### src/rtl/gpio_wake_pkg.sv
package gpio_wake_pkg;
    localparam int PORT_W  = 6;
    localparam int BUS_W   = 8;
    localparam int IN_ONLY_BIT = 3;
    localparam int OVR_BIT     = 2;
    localparam int RST_BIT     = 3;
    localparam logic [PORT_W-1:0] WAKE_GROUP = 6'b001011;
    localparam logic [PORT_W-1:0] IN_ONLY_MASK = PORT_W'(1) << IN_ONLY_BIT;
    localparam logic [PORT_W-1:0] OVR_MASK     = PORT_W'(1) << OVR_BIT;
    localparam logic [PORT_W-1:0] RST_MASK     = PORT_W'(1) << RST_BIT;

    typedef enum logic [1:0] {
        WK_OFF   = 2'd0,
        WK_WATCH = 2'd1,
        WK_FLAG  = 2'd2
    } wk_state_e;
endpackage

### src/rtl/gpio_dir_latch.sv
module gpio_dir_latch
    import gpio_wake_pkg::*;
#(
    parameter int W = PORT_W
) (
    input  logic         clk,
    input  logic         rst_n,
    input  logic         wr_port_en,
    input  logic         wr_dir_en,
    input  logic [W-1:0] wr_data,
    output logic [W-1:0] dir_q,
    output logic [W-1:0] lat_q
);
    localparam logic [W-1:0] DIR_RST = {W{1'b1}};

    // direction register: reset to all-input
    always_ff @(posedge clk or negedge rst_n) begin
        if (!rst_n)
            dir_q <= DIR_RST;
        else if (wr_dir_en)
            dir_q <= wr_data;
    end

    // output latch: no reset, holds until rewritten
    always_ff @(posedge clk) begin
        if (wr_port_en)
            lat_q <= wr_data;
    end

    AST_DIR_LOAD: assert property (@(posedge clk) disable iff (!rst_n)
        wr_dir_en |=> dir_q == $past(wr_data));
    AST_LAT_HOLD: assert property (@(posedge clk) disable iff (!rst_n)
        !wr_port_en |=> $stable(lat_q));
endmodule

### src/rtl/gpio_pad_ctrl.sv
module gpio_pad_ctrl
    import gpio_wake_pkg::*;
#(
    parameter int W = PORT_W
) (
    input  logic [W-1:0] dir_q,
    input  logic [W-1:0] lat_q,
    input  logic         opt_pin2_override,
    input  logic         pu_enable,
    input  logic         pin3_is_reset,
    output logic [W-1:0] pad_out,
    output logic [W-1:0] pad_oe,
    output logic [W-1:0] pad_pu
);
    logic [W-1:0] no_drive;

    always_comb begin
        no_drive = IN_ONLY_MASK | (opt_pin2_override ? OVR_MASK : '0);
        pad_oe   = ~dir_q & ~no_drive;
        pad_out  = lat_q & ~IN_ONLY_MASK;
        pad_pu   = (pu_enable ? WAKE_GROUP : '0) | (pin3_is_reset ? RST_MASK : '0);
    end
endmodule

### src/rtl/gpio_read_path.sv
module gpio_read_path
    import gpio_wake_pkg::*;
#(
    parameter int W = PORT_W,
    parameter int B = BUS_W
) (
    input  logic [W-1:0] pad_in,
    input  logic [W-1:0] alt_fn_mask,
    output logic [B-1:0] rd_data
);
    localparam int PAD_BITS = B - W;

    always_comb begin
        rd_data = {{PAD_BITS{1'b0}}, pad_in & ~alt_fn_mask};
    end
endmodule

### src/rtl/gpio_wake_fsm.sv
module gpio_wake_fsm
    import gpio_wake_pkg::*;
#(
    parameter int W = PORT_W
) (
    input  logic         clk,
    input  logic         rst_n,
    input  logic         wake_enable,
    input  logic         rd_port_en,
    input  logic         pin3_is_reset,
    input  logic [W-1:0] pad_in,
    output logic         wake_req
);
    wk_state_e    state_q, state_d;
    logic [W-1:0] snap_q;
    logic [W-1:0] eligible;
    logic         mismatch;
    logic         fire;

    always_comb begin
        eligible = pin3_is_reset ? (WAKE_GROUP & ~RST_MASK) : WAKE_GROUP;
        mismatch = |((pad_in ^ snap_q) & eligible);
        fire     = mismatch && !rd_port_en;
    end

    always_comb begin
        state_d = state_q;
        unique case (state_q)
            WK_OFF:   if (wake_enable) state_d = fire ? WK_FLAG : WK_WATCH;
            WK_WATCH: if (!wake_enable) state_d = WK_OFF;
                      else if (fire)     state_d = WK_FLAG;
            WK_FLAG:  if (!wake_enable) state_d = WK_OFF;
                      else if (rd_port_en) state_d = WK_WATCH;
            default:  state_d = WK_OFF;
        endcase
    end

    // state register and snapshot
    always_ff @(posedge clk or negedge rst_n) begin
        if (!rst_n) begin
            state_q <= WK_OFF;
            snap_q  <= '0;
        end else begin
            state_q <= state_d;
            if (rd_port_en)
                snap_q <= pad_in & WAKE_GROUP;
        end
    end

    // outputs
    always_comb begin
        wake_req = (state_q == WK_FLAG);
    end

    AST_WAKE_NEEDS_EN: assert property (@(posedge clk) disable iff (!rst_n)
        !wake_enable |=> !wake_req);
    AST_READ_CLEARS: assert property (@(posedge clk) disable iff (!rst_n)
        rd_port_en |=> !wake_req);
    AST_WAKE_CAUSE: assert property (@(posedge clk) disable iff (!rst_n)
        $rose(wake_req) |-> $past(wake_enable) && !$past(rd_port_en));
endmodule

### src/rtl/gpio_wake_port.sv
module gpio_wake_port
    import gpio_wake_pkg::*;
(
    input  logic              clk,
    input  logic              rst_n,
    input  logic              wr_port_en,
    input  logic              wr_dir_en,
    input  logic [PORT_W-1:0] wr_data,
    input  logic              rd_port_en,
    output logic [BUS_W-1:0]  rd_data,
    input  logic [PORT_W-1:0] pad_in,
    output logic [PORT_W-1:0] pad_out,
    output logic [PORT_W-1:0] pad_oe,
    output logic [PORT_W-1:0] pad_pu,
    input  logic [PORT_W-1:0] alt_fn_mask,
    input  logic              pin3_is_reset,
    input  logic              opt_pin2_override,
    input  logic              pu_enable,
    input  logic              wake_enable,
    output logic              wake_req
);
    logic [PORT_W-1:0] dir_q;
    logic [PORT_W-1:0] lat_q;

    gpio_dir_latch #(.W(PORT_W)) i_dir_latch (
        .clk        (clk),
        .rst_n      (rst_n),
        .wr_port_en (wr_port_en),
        .wr_dir_en  (wr_dir_en),
        .wr_data    (wr_data),
        .dir_q      (dir_q),
        .lat_q      (lat_q)
    );

    gpio_pad_ctrl #(.W(PORT_W)) i_pad_ctrl (
        .dir_q             (dir_q),
        .lat_q             (lat_q),
        .opt_pin2_override (opt_pin2_override),
        .pu_enable         (pu_enable),
        .pin3_is_reset     (pin3_is_reset),
        .pad_out           (pad_out),
        .pad_oe            (pad_oe),
        .pad_pu            (pad_pu)
    );

    gpio_read_path #(.W(PORT_W), .B(BUS_W)) i_read_path (
        .pad_in      (pad_in),
        .alt_fn_mask (alt_fn_mask),
        .rd_data     (rd_data)
    );

    gpio_wake_fsm #(.W(PORT_W)) i_wake_fsm (
        .clk           (clk),
        .rst_n         (rst_n),
        .wake_enable   (wake_enable),
        .rd_port_en    (rd_port_en),
        .pin3_is_reset (pin3_is_reset),
        .pad_in        (pad_in),
        .wake_req      (wake_req)
    );

    AST_OE_HIZ: assert property (@(posedge clk) disable iff (!rst_n)
        (pad_oe & dir_q) == '0);
    AST_IN_ONLY: assert property (@(posedge clk) disable iff (!rst_n)
        !pad_oe[IN_ONLY_BIT]);
    AST_PIN2_OVR: assert property (@(posedge clk) disable iff (!rst_n)
        opt_pin2_override |-> !pad_oe[OVR_BIT]);
    AST_RST_PULLUP: assert property (@(posedge clk) disable iff (!rst_n)
        pin3_is_reset |-> pad_pu[RST_BIT]);
endmodule

### config.mk
export PLATFORM = sky130hd
export DESIGN_NAME = gpio_wake_port
export DESIGN_NICKNAME = d
export VERILOG_FILES = /design/src/rtl/gpio_wake_pkg.sv /design/src/rtl/gpio_dir_latch.sv /design/src/rtl/gpio_pad_ctrl.sv /design/src/rtl/gpio_read_path.sv /design/src/rtl/gpio_wake_fsm.sv /design/src/rtl/gpio_wake_port.sv
export SDC_FILE = /design/constraint.sdc
export NUM_CORES = 1
export LEC_CHECK = 0
export BUFFER_PORTS_ARGS = -buffer_cell sky130_fd_sc_hd__buf_2
export CORE_ASPECT_RATIO = 1.4
export CORE_UTILIZATION = 25
export DETAILED_ROUTE_END_ITERATION = 10
export GPL_TIMING_DRIVEN = 0
export PLACE_DENSITY = 0.48
export SETUP_SLACK_MARGIN = 0.1
export SYNTH_ARGS = -nofsm -noshare
export SYNTH_HDL_FRONTEND = slang
export SYNTH_HIERARCHICAL = 1
export SYNTH_SLANG_ARGS = --single-unit
### constraint.sdc
create_clock -name clk -period 1.95 [get_ports clk]
set_clock_uncertainty 0.2 [all_clocks]
set_input_delay 0.39 -clock clk [delete_from_list [all_inputs] [get_ports clk]]
set_output_delay 0.39 -clock clk [all_outputs]
set_load 0.1 [all_outputs]
# == Word level (Yosys, flattened, before mapping) ==
# Cells that the tools add are included.
# totals
regBits,17
input_bits,27
wordCells,33
# classes
n_eq_ne,5
n_mux,11
n_bitwise,8
reduce_logical,5
# ops
op,n
6-bit AND,3
6-bit inverter,3
2-bit 2-to-1 mux,6
4-bit 2-to-1 mux,3
2-bit case mux with 3 select lines,1
6-bit OR reduction,1
6-bit by 4-bit bitwise XOR with 6-bit output,1
4-bit OR,1
3-bit 2-to-1 mux,1
"3-bit by 2-bit != test with 1-bit output, second input constant",1
"3-bit != test, second input constant",1
3-bit AND reduction,1
"2-bit by 1-bit equality test with 1-bit output, second input constant",1
"2-bit equality test, second input constant",1
2-bit zero test,1
"2-bit != test, second input constant",1
1-bit logical AND,1
1-bit zero test,1

# == Logic depth before layout (Yosys ltp) ==
# Gate-level depths: netlist (run 1).
# depth
depth_word,7
depth_mapped,3

# == Cells and area by module ==
# Netlist (run 1), hierarchy kept.
# modules_own_cells
mod,instances,cells_per_inst,area_each_um2,seq_area_each_um2
gpio_dir_latch,1,19,439.2,337.8
gpio_wake_fsm,1,18,239.0,125.1
gpio_pad_ctrl,1,19,118.9,0.0
gpio_read_path,1,9,101.3,0.0

# == Worst setup path before layout (run 1) ==
# Ideal clock, no wire load.
# synth_path
path_type,reg2out
start,register i_wake_fsm.state_q[1]
end,output port wake_req
arrival_ps,1730
slack_ps,-370
path_stages_with_launch,2
path_buffers,0
path_cell_list,dfrtp_1 nor2b_1
# synth_via
elab_chain_len,1
# synth_lines
item,line_no,rtl
start: declaration,gpio_wake_fsm.sv:14,"wk_state_e state_q, state_d;"
start signal: assignment,gpio_wake_fsm.sv:44,state_q <= state_d;
2-bit equality test,gpio_wake_fsm.sv:52,wake_req = (state_q == WK_FLAG);
end: declaration,gpio_wake_port.sv:20,output logic wake_req
# No other way between the ends.

# == Worst setup path in the final report (run 1) ==
# Ends and elaborated chain as after synthesis.

==> results.py, run 1 <==
metrics = {
    "detailed_routing": {
        "wl_per_cell_um": 9.49,
        "finalWirelength_um": 1470,
        "postRouteAntennaNets": 0,
        "drc": 0,
        "first_iter_violations": 12,
        "num_vias": 593,
        "avgViaCountPerCell": 3.83,
        "dr.pass1.iters": 3,
    },
    "hold_path": {
        "hold_start": "wr_data[0]",
        "hold_depth": 1,
        "holdPathEnd": "i_dir_latch/lat_q[0]",
        "hold_path_class": "in -> reg",
    },
    "cts": {
        "clock-sinks": 15,
        "post_cts_buffers": 0,
        "cts_inserted_buffers": 3,
        "cts_tree": "yes",
        "root_buffer": "clkbuf_8",
        "htreeDepth": 1,
        "clk_latency_ns": 0.24,
        "cts_buffer_depth": 2,
        "clk_pin_slew_ns": 0.06,
    },
    "finish": {
        "postLayoutCellArea_um2": 1180,
        "antenna_cells": 0,
        "seqCellArea_um2": 407,
        "nets": 144,
        "multi_input_area_um2": 305,
        "layout-drive-gt1-share_pct": 69.8,
        "syn_to_final_growth_pct": 42.4,
        "fillers": 321,
    },
    "power": {
        "cell_internal_pwr_uw": 611,
        "powerDensity_nw_per_um2": 896,
        "power.switching_uw": 445,
        "pwr-share-clk_pct": 22.8,
        "swShare_pct": 42.2,
        "seq_power_share_pct": 35.9,
        "comb_power_share_pct": 41.2,
        "irDropWorstVdd_v": 0.000413,
        "leakage_uw": 0.000624,
    },
    "setup_path": {
        "r2r_setup_slack_ns": 0.54,
        "endpoint_kind": "primary output",
        "path_cells": "nor2b_2 > clkbuf_4",
        "crit_required_ns": 1.36,
        "criticalPathCategory": "reg -> out",
        "r2r_cells": 3,
        "critPathTopFamily": "flip-flops",
        "worstPathMaxFanout": 4,
        "cp-start-kind": "flip-flop",
        "r2r_start": "i_wake_fsm/snap_q[3]",
        "slowest_stage": "dfrtp_1",
        "path_buf_inv": 1,
        "r2r-end": "i_wake_fsm/state_q[1]",
        "max_stage_delay_ns": 0.39,
        "worstPathArrival_ns": 1.11,
    },
    "grt": {
        "met3_usage_pct": 2.61,
        "grt_pass1_wl_um": 2300,
        "globalRouteMet1Util_pct": 9.29,
        "grtUsageMet2_pct": 15.3,
        "grt-busiest-layer": "met2",
        "overflow": 0,
        "track_usage_pct": 8.53,
        "grt_max_degree": 11,
        "grt_pass1_vias": 508,
        "antenna_found_initial": 0,
    },
    "sta": {
        "layout_min_cycle_time_ns": 1.70,
        "fmax_mhz": 588,
        "hold_viol": 0,
        "finalSetupViolCount": 0,
        "period_share_pct": 87.2,
        "slew_viol_final": 0,
        "rsz0062_at_grt": "false",
        "final.setup.tns_ns": 0,
    },
    "placed_design": {
        "dp_hpwl_um": 1240,
        "placed_area_um2": 1120,
        "place_congestion": 0.631,
        "port_buffers": 44,
    },
    "die": {
        "core-area_um2": 3120,
        "die_area_um2": 3550,
        "dieWidth_um": 50.6,
        "rows": 24,
        "fp.dieH_um": 70.1,
        "io_pins": 54,
        "start_util_pct": 26.5,
    },
    "run": {
        "maxCapViolCount": 0,
    },
    "synthesis": {
        "yosys_warnings": 6,
        "syn_avg_cell_area_um2": 13.3,
        "synth.cell_area_um2": 827,
        "syn_inst": 62,
    },
    "outcome": {
        "status": "finished, final reports clean",
    },
}
==> what timing repair did <==
item                                   CTS  global route
resized for setup                        0             1
setup endpoints to repair                0             1
hold buffers                             1             0
endpoints found under the hold margin    5             0
==> area by class of cell <==
class	instances	area share, %
sequential	15	34.5
multi-input combinational	31	25.9
timing repair buffer	45	19.8
buffer	15	9.88
tap	39	4.14
clock buffer	4	3.83
inverter	6	1.91
==> how the worst max path moves through the flow <==
stage	slack [ns]	depth (start not counted)	start	endpoint
2_1_floorplan	0.15	1	i_wake_fsm/state_q[1]	wake_req
3_3_place_gp	0.32	3	pad_in[3]	rd_data[3]
3_5_place_dp	0.30	3	pad_in[1]	rd_data[1]
4_1_cts	0.14	2	i_wake_fsm/state_q[1]	wake_req
5_1_grt	0.16	2	i_wake_fsm/state_q[1]	wake_req
6_report	0.25	2	i_wake_fsm/state_q[1]	wake_req
==> sequential cells by signal (all words and copies together) (netlist names) <==
register            flops
i_dir_latch/lat_q       5
i_wake_fsm/state_q      2
i_dir_latch/dir_q       5
i_wake_fsm/snap_q       3
==> cell usage in the layout (no fill, tap or decap), drive strengths merged <==
cell         count
clkbuf           5
dfstp            5
dfrtp            5
o21a             1
edfxtp           5
nor2b            7
dlygate4sd3      1
xor2             3
a21boi           1
conb             7
mux2             8
buf             58
inv              6
nor2             1
or2              1
a2111oi          2
==> metrics by stage <==
stage	power, uW	util (%)	setup slack [ns]	hold WS, ns	std cells
final	1060	37.7	0.249	0.143	155
after global routing	1100	37.7	0.164	0.134	155
after CTS	1070	37.6	0.136	0.135	155
after detailed placement	820	35.9	0.305	0.0676	150
after global placement	815	35.9	0.321	0.0648	150
after floorplan	745	-	0.150	-0.106	67
==> per-layer routing <==
| layer | vias up | wire (um) |
|---|---|---|
| li1 | 287 | - |
| met1 | 268 | 556 |
| met2 | 38 | 760 |
| met3 | 0 | 155 |
| met4 | 0 | 0 |
| met5 | - | 0 |
==> power by group through the flow <==
stage | clock, uW | sequential (uW) | combinational, uW
global route | 270 | 383 | 451
floorplan | 0 | 381 | 365
global placement | 0 | 384 | 431
CTS | 251 | 379 | 437
detailed placement | 0 | 385 | 435
finish | 241 | 379 | 435
Note: power is estimated with default switching activity, not from simulation.
==> inputs of run 2 (changes only) <==
Settings changed: PLACE_DENSITY 0.48 to 0.52, SYNTH_HIERARCHICAL 1 to not set.
==> run 2 against run 1 <==
Against the previous run: fmax down 1.9%; critical endpoint unchanged; cell area down 11%; via count down 4.4%; clock power down 31%; highest routed layer is now met4; synthesized cell count down 3.2%; worst hold slack worse by 0.047 ns.
==> results.py, run 2 <==
metrics = {
    "synthesis": {
        "yosysTopAreaCellShare_pct": 21.4,
        "synth.cell_area_um2": 703,
        "syn_avg_cell_area_um2": 11.7,
        "yosys.area.top_type": "edfxtp_1",
        "synthTopCellsByCount": "buf_4 (9), nor2b_1 (7), inv_1 (6)",
        "yosys_warnings": 0,
        "ys_seq_elements": 15,
        "synthFlopType": "edfxtp_1",
        "synth.area.top_cells": "edfxtp_1 (21%), dfstp_2 (19%), dfrtp_1 (18%), buf_4 (9.6%), mux2_2 (6.4%)",
        "synth.distinct_cells": 18,
        "syn_inst": 60,
        "seq_area_frac_synth_pct": 57.8,
        "synth_most_common_cell": "buf_4",
        "synth_edf_count": 5,
        "postSynth.asyncResetShare_pct": 66.7,
    },
    "finish": {
        "layout-drive-gt1-share_pct": 66.1,
        "layout_common_cells": "buf_2 (43), buf_4 (9), nor2b_2 (7), conb_1 (7), inv_1 (6)",
        "postLayoutCoreUtil_pct": 39.8,
        "fillers": 285,
        "nets": 143,
        "syn_to_final_growth_pct": 49.5,
        "largest_registers": "i_dir_latch.dir_q: 5 flops, i_dir_latch.lat_q: 5 flops, i_wake_fsm.snap_q: 3 flops",
        "antenna_cells": 0,
        "mostFrequentLayoutCell": "buf_2",
    },
    "placed_design": {
        "dp_hpwl_um": 1060,
        "place_congestion": 0.643,
        "port_buffers": 44,
        "pre_cts_ws_ns": 0.296,
    },
    "detailed_routing": {
        "drc": 0,
        "finalWirelength_um": 1210,
        "dr.pass1.iters": 2,
        "postRouteAntennaNets": 0,
        "wl_per_cell_um": 7.99,
        "avgViaCountPerCell": 3.75,
        "first_iter_violations": 7,
        "num_vias": 567,
    },
    "setup_path": {
        "worstPathMaxFanout": 4,
        "endpoint_kind": "primary output",
        "worstPathArrival_ns": 1.14,
        "crit_start": "i_wake_fsm.state_q[1]",
        "cp-start-kind": "flip-flop",
        "r2r_setup_slack_ns": 0.55,
        "r2r_cells": 3,
        "criticalPathCategory": "reg -> out",
        "worst-path-stages": 2,
        "path_buf_inv": 1,
        "crit_path_end": "wake_req",
        "r2r_start": "i_wake_fsm.snap_q[3]",
        "r2r-end": "i_wake_fsm.state_q[1]",
        "slowest_stage": "dfrtp_1",
        "crit_required_ns": 1.36,
        "critPathTopFamily": "flip-flops",
        "path_cells": "nor2b_2 > clkbuf_4",
        "max_stage_delay_ns": 0.40,
    },
    "sta": {
        "fmax_mhz": 577,
        "final.setup.tns_ns": 0,
        "slew_viol_final": 0,
        "rsz0062_at_grt": "false",
        "hold_viol": 0,
        "period_share_pct": 88.9,
        "finalSetupViolCount": 0,
        "layout_min_cycle_time_ns": 1.73,
        "setup_slack_ns": 0.216,
    },
    "run": {
        "maxCapViolCount": 0,
    },
    "grt": {
        "grt-busiest-layer": "met2",
        "grtUsageMet2_pct": 14.2,
        "grt_max_degree": 11,
        "overflow": 0,
        "grt_pass1_vias": 500,
        "met3_usage_pct": 0.557,
        "grt_pass1_wl_um": 1820,
        "antenna_found_initial": 0,
        "globalRouteMet1Util_pct": 8.66,
        "track_usage_pct": 8.27,
    },
    "cts": {
        "clk_pin_slew_ns": 0.08,
        "root_buffer": "clkbuf_4",
        "clk_latency_ns": 0.27,
        "cts_buffer_depth": 2,
        "cts_tree": "yes",
        "clock-sinks": 15,
        "post_cts_buffers": 0,
        "cts_inserted_buffers": 3,
        "htreeDepth": 1,
    },
    "die": {
        "fp.dieH_um": 64.8,
        "die_area_um2": 3030,
        "core-area_um2": 2640,
        "start_util_pct": 26.6,
        "rows": 22,
        "dieWidth_um": 46.8,
        "io_pins": 54,
    },
    "power": {
        "powerDensity_nw_per_um2": 891,
        "irDropWorstVdd_v": 0.000274,
        "leakage_uw": 0.000538,
    },
    "hold_path": {
        "hold_path_class": "in -> reg",
    },
    "outcome": {
        "status": "finished, final reports clean",
    },
}
-- run 2: cell type report --
class	instances	area, um2	area share (%)
buffer	10	71.3	6.79
clock buffer	3	22.5	2.14
clock inverter	1	5.00	0.476
inverter	6	22.5	2.14
multi-input combinational	35	245	23.3
sequential	15	407	38.7
tap	36	45.0	4.29
timing repair buffer	45	233	22.1
-- run 2: logic make-up (layout without fill, tap and decap cells) --
group	count (synthesis)	in the layout	synth area share [%]
AOI/OAI and AO/OA	8	8	8.36
other	1	7	0.533
buffers and inverters	16	65	13.3
muxes	4	4	6.41
xor gates and xnor gates	3	3	3.74
DFF	15	15	57.8
and+or+nand+nor	13	13	9.79
-- run 2: where the power goes --
group | switching [uW] | internal, uW
combinational | 320 | 76.9
sequential | 11.4 | 361
clock | 90.7 | 76.1
total | 422 | 514
-- run 2: stage by stage --
step                hold WS [ns]  cells  total power (uW)  area, um2
detailed placement        0.0597    146               776       1010
global route              0.0842    151               978       1050
CTS                       0.0840    151               949       1050
global placement          0.0589    146               773       1010
floorplan                 -0.106     66               708        746
finish                    0.0959    151               936       1050
-- run 2: layer usage --
layer,vias to the layer above,wire [um]
li1,288,-
met2,33,599
met1,242,474
met4,0,40
met5,-,0
met3,4,91
-- run 2: worst min-delay path by stage --
stage / start / to / slack [ns] / cells past startpoint
global route: wr_data[2] / i_dir_latch.lat_q[2] / 0.08 / 1
finish: wr_data[2] / i_dir_latch.lat_q[2] / 0.1 / 1
detailed placement: rst_n / i_wake_fsm.state_q[0] / 0.06 / 1
floorplan: rst_n / i_wake_fsm.snap_q[0] / -0.11 / 0
global placement: rst_n / i_wake_fsm.state_q[0] / 0.06 / 1
CTS: wr_data[2] / i_dir_latch.lat_q[2] / 0.08 / 1
-- run 2: timing repair --
| action | in CTS | in global routing |
|---|---|---|
| hold endpoints to repair | 10 | 0 |
| hold buffers | 1 | 0 |
| resized for setup | 0 | 1 |
| endpoints found under the setup margin | 0 | 1 |
-- run 2: worst register-to-register path: stages (launching register included) --
cell	delay [ns]
dfrtp_1	0.39
xor2_1	0.17
a2111oi_2	0.40
a2111oi_0	0.11
==> inputs of run 3 (changes only) <==
==> constraint.sdc (replaced) <==
create_clock -name clk -period 1.95 [get_ports clk]
set_clock_uncertainty 0.2 [all_clocks]
set_input_delay 0.0975 -clock clk [delete_from_list [all_inputs] [get_ports clk]]
set_output_delay 0.0975 -clock clk [all_outputs]
set_load 0.1 [all_outputs]
==> run 3 against run 2 <==
Against the previous run: first-iteration DRC count is 71% lower; fmax up 0.13%; critical path depth is 2 higher; sequential cell count unchanged; non-clock buffer count is 14 higher; cell count grew 9.3%; cell area increased by 12%; total power is 2.3% higher.
==> results.py, run 3 (same netlist as run 2, synthesis figures left out) <==
metrics = {
    "finish": {
        "multi_input_area_um2": 230,
        "antenna_cells": 0,
        "fillers": 270,
        "syn_to_final_growth_pct": 66.9,
        "layout_common_cells": "buf_2 (44), dlygate4sd3_1 (15), buf_4 (9), conb_1 (7)",
        "seqCellArea_um2": 407,
        "postLayoutCoreUtil_pct": 44.4,
        "layout-drive-gt1-share_pct": 54.3,
        "nets": 157,
        "largest_registers": "i_dir_latch.dir_q: 5 flops, i_dir_latch.lat_q: 5 flops, i_wake_fsm.snap_q: 3 flops",
        "mostFrequentLayoutCell": "buf_2",
        "final_cell_count_no_fill": 165,
    },
    "cts": {
        "htreeDepth": 1,
        "clk_pin_slew_ns": 0.09,
        "cts_tree": "yes",
        "root_buffer": "clkbuf_4",
        "clock-sinks": 15,
        "cts_resized": 0,
        "cts_inserted_buffers": 3,
        "clk_latency_ns": 0.27,
        "post_cts_buffers": 0,
        "cts_buffer_depth": 2,
    },
    "grt": {
        "grt_pass1_wl_um": 2440,
        "track_usage_pct": 11.2,
        "antenna_found_initial": 0,
        "grt_max_degree": 10,
        "overflow": 0,
        "grt_pass1_vias": 629,
    },
    "setup_path": {
        "slowest_stage": "dlygate4sd3_1",
        "r2r-end": "i_wake_fsm.state_q[1]",
        "r2r_start": "i_wake_fsm.snap_q[3]",
        "criticalPathCategory": "in -> async",
        "endpoint_kind": "async pin",
        "worstPathArrival_ns": 2.02,
        "worstPathMaxFanout": 8,
        "r2r_setup_slack_ns": 0.55,
        "critPathTopFamily": "buffers and inverters",
        "path_cells": "dlygate4sd3_1 > dlygate4sd3_1 > buf_2 > dlygate4sd3_1",
        "crit_required_ns": 2.24,
        "r2r_cells": 3,
        "cp-start-kind": "input port",
        "max_stage_delay_ns": 0.65,
        "path_buf_inv": 4,
        "crit_top_cell": "dlygate4sd3_1",
    },
    "power": {
        "swShare_pct": 44.7,
        "power.switching_uw": 428,
        "powerDensity_nw_per_um2": 816,
        "cell_internal_pwr_uw": 529,
        "pwr-share-clk_pct": 17.6,
        "leakage_uw": 0.000591,
        "seq_power_share_pct": 38.9,
        "irDropWorstVdd_v": 0.000371,
        "total_power_uw": 957,
        "comb_power_share_pct": 43.4,
    },
    "die": {
        "start_util_pct": 26.6,
        "die_area_um2": 3030,
        "rows": 22,
        "fp.dieH_um": 64.8,
        "io_pins": 54,
        "core-area_um2": 2640,
        "dieWidth_um": 46.8,
    },
    "outcome": {
        "status": "finished, final reports clean",
    },
    "sta": {
        "slew_viol_final": 0,
        "setup_slack_ns": 0.218,
        "layout_min_cycle_time_ns": 1.73,
        "hold_viol": 0,
        "rsz0062_at_grt": "false",
        "fmax_mhz": 577,
        "finalSetupViolCount": 0,
        "final.setup.tns_ns": 0,
        "period_share_pct": 88.8,
    },
    "detailed_routing": {
        "num_vias": 627,
        "avgViaCountPerCell": 3.80,
        "postRouteAntennaNets": 0,
        "finalWirelength_um": 1460,
        "dr.pass1.iters": 2,
        "first_iter_violations": 2,
        "drc": 0,
        "wl_per_cell_um": 8.86,
    },
    "run": {
        "maxCapViolCount": 0,
    },
    "hold_path": {
        "hold_path_class": "in -> reg",
        "holdPathEnd": "i_wake_fsm.state_q[0]",
        "hold_depth": 4,
        "hold_start": "pin3_is_reset",
    },
    "placed_design": {
        "pre_cts_ws_ns": 0.545,
        "placed_cells": 146,
        "place_congestion": 0.597,
        "port_buffers": 44,
    },
}
## run 3: per-stage QoR
stage | hold slack (ns) | cell area (um2)
2_1_floorplan | -0.398 | 731
3_3_place_gp | -0.223 | 996
3_5_place_dp | -0.223 | 996
4_1_cts | 0.0452 | 1170
5_1_grt | 0.0661 | 1170
6_report | 0.0493 | 1170
## run 3: worst reg2reg max path, cell delays in order, from the launching register on
cell	delay, ns
dfrtp_1	0.39
xor2_1	0.17
a2111oi_2	0.40
a2111oi_0	0.11
## run 3: how the worst max path moves through the flow
stage | start | to | cells after the start
after global routing | rst_n | i_wake_fsm.state_q[0] | 4
after CTS | rst_n | i_wake_fsm.snap_q[3] | 4
after global placement | i_wake_fsm.snap_q[3] | i_wake_fsm.state_q[1] | 3
after floorplan | alt_fn_mask[0] | rd_data[0] | 1
after detailed placement | i_wake_fsm.snap_q[3] | i_wake_fsm.state_q[1] | 3
final | rst_n | i_wake_fsm.state_q[0] | 4
## run 3: power groups by stage
stage          Sequential, uW  Combinational, uW  Clock, uW
3_3_place_gp              378                393          0
3_5_place_dp              380                394          0
6_report                  373                416        169
5_1_grt                   378                436        196
4_1_cts                   373                418        180
2_1_floorplan             439                267          0
## run 3: area by class of cell
cell class,instances,area share [%]
Tap cell,36,3.84
Clock inverter,1,0.426
Timing Repair Buffer,59,31.6
Inverter,6,1.92
Buffer,10,6.08
Sequential cell,15,34.6
Clock buffer,3,1.92
Multi-Input combinational cell,35,19.6
## run 3: layer usage
metal	vias up	share of wire [%]	routed length, um	GRT usage, %
li1	316	-	-	-
met4	0	0.89	13	5.36
met1	270	38	551	11.6
met2	39	51	746	20.0
met3	2	10	151	2.23
met5	-	0	0	0
## run 3: what timing repair did
item                       CTS  global route
hold buffers                15             0
setup endpoints to repair    0             0
hold endpoints to repair    30             0
